## config.mk

```make
export PLATFORM = sky130hd
export DESIGN_NAME = burst_addr_gen
export DESIGN_NICKNAME = d
export VERILOG_FILES = /design/src/rtl/burst_pkg.sv /design/src/rtl/burst_cmd_decode.sv /design/src/rtl/burst_offset_map.sv /design/src/rtl/burst_offset_seq.sv /design/src/rtl/burst_addr_gen.sv
export SDC_FILE = /design/constraint.sdc
export NUM_CORES = 1
export LEC_CHECK = 0
export BUFFER_PORTS_ARGS = -buffer_cell sky130_fd_sc_hd__buf_2
export CORE_MARGIN = 2
export CORE_UTILIZATION = 25
export DETAILED_ROUTE_END_ITERATION = 16
export PLACE_DENSITY = 0.57
export SLEW_MARGIN = 20
export SYNTH_ARGS = -nofsm -noshare
export SYNTH_HDL_FRONTEND = slang
export SYNTH_SLANG_ARGS = --single-unit
```

## constraint.sdc

```tcl
create_clock -name clk -period 1.7 [get_ports clk]
set_input_delay 0.085 -clock clk [delete_from_list [all_inputs] [get_ports clk]]
set_output_delay 0.085 -clock clk [all_outputs]
set_load 0.1 [all_outputs]
```

## src/rtl/burst_pkg.sv

```systemverilog
// Shared types for the burst address generator.
// Assumes: a single command per clock edge, chosen by the decoder.
package burst_pkg;
    typedef enum logic [1:0] {
        CMD_HOLD = 2'd0,
        CMD_LOAD = 2'd1,
        CMD_STEP = 2'd2
    } burst_cmd_e;
endpackage

```

## src/rtl/burst_cmd_decode.sv

```systemverilog
// Turns the two start strobes and the advance input into one command.
// Assumes: strobes and advance are active low; a start always beats an advance,
// and an advance only counts once a burst has been started.
module burst_cmd_decode
    import burst_pkg::*;
(
    input  logic       ads_proc_n,
    input  logic       ads_ctrl_n,
    input  logic       adv_n,
    input  logic       burst_active,
    output burst_cmd_e cmd
);
    // Priority pick: load, then step, else hold.
    always_comb begin
        if (!ads_proc_n || !ads_ctrl_n)
            cmd = CMD_LOAD;
        else if (!adv_n && burst_active)
            cmd = CMD_STEP;
        else
            cmd = CMD_HOLD;
    end
endmodule

```

## src/rtl/burst_offset_map.sv

```systemverilog
// Maps start offset and beat count to the low address bits.
// Assumes: order_sel is static in normal use; linear adds, interleaved XORs.
module burst_offset_map #(
    parameter int OFS_W = 2
) (
    input  logic             order_sel,
    input  logic [OFS_W-1:0] start_ofs,
    input  logic [OFS_W-1:0] beat,
    output logic [OFS_W-1:0] ofs
);
    // Select the ordering pattern.
    always_comb begin
        if (order_sel)
            ofs = start_ofs ^ beat;
        else
            ofs = OFS_W'(start_ofs + beat);
    end
endmodule

```

## src/rtl/burst_offset_seq.sv

```systemverilog
// Holds the start offset and beat counter; produces the current low bits.
// Assumes: cmd comes from burst_cmd_decode; the counter wraps naturally at 2**OFS_W.
module burst_offset_seq
    import burst_pkg::*;
#(
    parameter int OFS_W = 2
) (
    input  logic             clk,
    input  logic             rst_n,
    input  burst_cmd_e       cmd,
    input  logic             order_sel,
    input  logic [OFS_W-1:0] load_ofs,
    output logic [OFS_W-1:0] ofs
);
    logic [OFS_W-1:0] start_q;
    logic [OFS_W-1:0] beat_q;

    // Capture start offset on load, count beats on step.
    always_ff @(posedge clk) begin
        if (!rst_n) begin
            start_q <= '0;
            beat_q  <= '0;
        end else begin
            case (cmd)
                CMD_LOAD: begin
                    start_q <= load_ofs;
                    beat_q  <= '0;
                end
                CMD_STEP: beat_q <= OFS_W'(beat_q + 1'b1);
                default:  ;
            endcase
        end
    end

    burst_offset_map #(.OFS_W(OFS_W)) u_map (
        .order_sel (order_sel),
        .start_ofs (start_q),
        .beat      (beat_q),
        .ofs       (ofs)
    );


    linear_step_chk: assert property (@(posedge clk) disable iff (!rst_n)
        (cmd == CMD_STEP && !order_sel) |=>
            (!$stable(order_sel) || ofs == OFS_W'($past(ofs) + 1'b1)));


    load_restart_chk: assert property (@(posedge clk) disable iff (!rst_n)
        (cmd == CMD_LOAD) |=> (ofs == $past(load_ofs)));
endmodule

```

## src/rtl/burst_addr_gen.sv

```systemverilog
// Burst address generator: captures a word address on either start strobe and
// steps its low OFS_W bits in linear or interleaved order on each advance.
// Assumes: synchronous active-low reset; outputs follow registers one edge later.
module burst_addr_gen
    import burst_pkg::*;
#(
    parameter int ADDR_W = 16,
    parameter int OFS_W  = 2
) (
    input  logic              clk,
    input  logic              rst_n,
    input  logic              ads_proc_n,
    input  logic              ads_ctrl_n,
    input  logic              adv_n,
    input  logic              order_sel,
    input  logic [ADDR_W-1:0] addr_in,
    output logic [ADDR_W-1:0] addr_out,
    output logic              burst_active
);
    localparam int HI_W = ADDR_W - OFS_W;

    burst_cmd_e       cmd;
    logic [HI_W-1:0]  base_hi_q;
    logic [OFS_W-1:0] ofs;

    burst_cmd_decode u_dec (
        .ads_proc_n   (ads_proc_n),
        .ads_ctrl_n   (ads_ctrl_n),
        .adv_n        (adv_n),
        .burst_active (burst_active),
        .cmd          (cmd)
    );

    burst_offset_seq #(.OFS_W(OFS_W)) u_seq (
        .clk       (clk),
        .rst_n     (rst_n),
        .cmd       (cmd),
        .order_sel (order_sel),
        .load_ofs  (addr_in[OFS_W-1:0]),
        .ofs       (ofs)
    );

    // Capture upper address bits and mark the burst live on a start.
    always_ff @(posedge clk) begin
        if (!rst_n) begin
            base_hi_q    <= '0;
            burst_active <= 1'b0;
        end else if (cmd == CMD_LOAD) begin
            base_hi_q    <= addr_in[ADDR_W-1:OFS_W];
            burst_active <= 1'b1;
        end
    end

    assign addr_out = {base_hi_q, ofs};


    load_addr_chk: assert property (@(posedge clk) disable iff (!rst_n)
        (!ads_proc_n || !ads_ctrl_n) |=> (addr_out == $past(addr_in) && burst_active));


    upper_fixed_chk: assert property (@(posedge clk) disable iff (!rst_n)
        (ads_proc_n && ads_ctrl_n) |=> $stable(addr_out[ADDR_W-1:OFS_W]));


    hold_chk: assert property (@(posedge clk) disable iff (!rst_n)
        (ads_proc_n && ads_ctrl_n && adv_n) |=>
            ($stable(burst_active) && (!$stable(order_sel) || $stable(addr_out))));


    idle_adv_chk: assert property (@(posedge clk) disable iff (!rst_n)
        (!burst_active && ads_proc_n && ads_ctrl_n) |=>
            (!burst_active && addr_out == '0));
endmodule

```

==> results_dict.tcl <==
set metrics [dict create \
    drive_gt1_frac 0.4309 \
    endpoint_kind "output port" \
    ant_nets 0 \
    finalNonFillerCells 167 \
    gp_congestion 0.7307 \
    antenna_found_initial 0 \
    synth_area_um2 799.5 \
    rsz0062_at_grt "false" \
    setup_tns_ns 0 \
    grt_pass1_wl_mm 2.863 \
    cts_buffers 3 \
    die_w_um 60.55 \
    wirelength_mm 1.684 \
    fmax_mhz 650.1 \
    fin_crit_sh 0.9048 \
    grt_usage 0.1040 \
    post-place-ws_ns 0.3289 \
    post_cts_buffers 0 \
    yosys-top-cells-area "dfxtp_1, nand2_1, a21boi_2" \
    crit_fanout 3 \
    fin_total_pwr_uw 1013 \
    grt_pass1_vias 682 \
    ys_seq_elements 19 \
    rrSetupSlack_ns 0.86 \
    start_kind "flop" \
    grt_max_degree 19 \
    start_util 0.2619 \
    synthXorXnorAreaFrac 0.04382 \
    crit_type "flop to output port" \
    clock_latency_ns 0.29 \
    post_drt_wl_per_cell_um 10.08 \
    worst_pin_slew_ns 0.4898 \
    wl_met1_um 771 \
    leakage_uw 0.0004823 \
    synth.avg_cell_area_um2 9.297 \
    synthAdderAreaFrac 0.01565 \
    clockBufferDepth 2 \
    routed-wl-met2_um 764 \
    area_growth_pct 29.58 \
    maxSlewHeadroom 0.6757 \
    status "complete, no violations" \
    dp_hpwl_mm 1.249 \
    cts-root-buf "clkbuf_4" \
    cp_data_required_time_ns 1.62 \
    rows 20 \
    final_nets 147 \
    peakVddDrop_mv 0.4679 \
    maxCapViolations 0 \
    hold_buffers 0 \
    p_per_area_mw_per_mm2 977.5 \
    finClkSkew_ns 0.0001210 \
    grt-ovfl-total 0 \
    synth_top_family_by_area "simple AND/OR/NAND/NOR gates" \
    syn_inst 86 \
    drv_slew 0 \
    drc 0 \
    ios 39 \
    synth.distinct_cells 18 \
    viasPerCell 4.114 \
    n_antenna_cell 0 \
    synthMuxAreaShare 0 \
    yosysTopAreaCellShare 0.4757 \
    dr.first_iter.drc_count 13 \
    vias 687 \
    yosys.area.top_type "dfxtp_1" \
    layout_common_cells "buf_2, nand2_1, dfxtp_1" \
    fin_ws_ns 0.1618 \
    io_buffers 38 \
    worst_hold_slack_ns 0.02388 \
    layout_commonest_cell "buf_2" \
    wl_met3_um 149 \
    hold_path_class "input port to flop" \
    yosys.area_share.simple 0.2066 \
    die_h_um 60.55 \
    setup_viol 0 \
    topRoutingLayerUsed "met3" \
    hold_violations 0 \
    cts_tree "done" \
    fin_crit_ns 1.538 \
    synth_nets 109 \
    core-area_mm2 0.003053 \
    synth-compound-area-share 0.2019 \
    die-area_mm2 0.003666 \
    dp.cells 163 \
    path_clk_slew_ns 0.11 \
    h-tree-depth 1 \
    clkSinkCount 19 \
    ctsResizeCount 1 \
    drtPass1Iterations 2 \
    crit_arrival_ns 1.45 \
    synth-seq-area-share 0.4757 \
    ys_warn_count 0 \
]
## where the power goes
part	internal, uW	total (uW)	switching (uW)	leakage [uW]
Clock	91.2	227	135	0.0000150
Combinational	63.9	302	239	0.000310
Sequential	471	484	13.1	0.000157
## critical path, cell delays in order (launching register included)
cell and delay [ns]:
dfxtp_1 0.38, ha_1 0.16, nor2b_1 0.20, xnor2_2 0.13, buf_4 0.30
## kinds of logic after synthesis
logic type               after synthesis
AO/OA/AOI/OAI                         17
XOR/XNOR                               4
adder cells (fa/ha/maj)                1
buffers and inverters                  5
flip-flops                            19
AND/OR/NAND/NOR                       40
## stage by stage
step	instance area, um2	utilization
finish	1036	0.3393
global route	1036	0.3393
CTS	1036	0.3393
detailed placement	1007	0.3299
global placement	1007	0.3299
floorplan	807.0	-
## layer usage
layer	up-vias	track usage
li1	346	-
met1	309	0.1190
met2	32	0.1863
met3	0	0.04691
met4	0	0.009317
met5	-	0
## cell type report
class / instances / area (um2)
fillers: 338 / 2017
multi-input cells: 62 / 381.6
clock buffers: 4 / 26.28
well taps: 44 / 55.05
flip-flops and latches: 19 / 380.4
repair buffers: 38 / 192.7
## Yosys cell counts, drive strengths merged
cell    count
o21a        1
xor2        1
a21boi     16
ha          1
and2        1
nor2        2
xnor2       3
buf         3
nor2b       2
nand3b      1
dfxtp      19
clkbuf      2
nand2      34
## sequential cells by signal, indices dropped and copies added (netlist names)
name	flops
burst_active	1
u_seq.beat_q	2
base_hi_q	14
u_seq.start_q	2
## final timing paths
kind | from | end | cells after the start
worst max-delay path | u_seq.beat_q[0] | addr_out[1] | 4
worst min-delay path | addr_in[2] | base_hi_q[0] | 3
worst max register to register | burst_active | u_seq.beat_q[0] | 3
worst min register to register | base_hi_q[8] | base_hi_q[8] | 2
No activity file was read; power rests on OpenSTA's default activity.
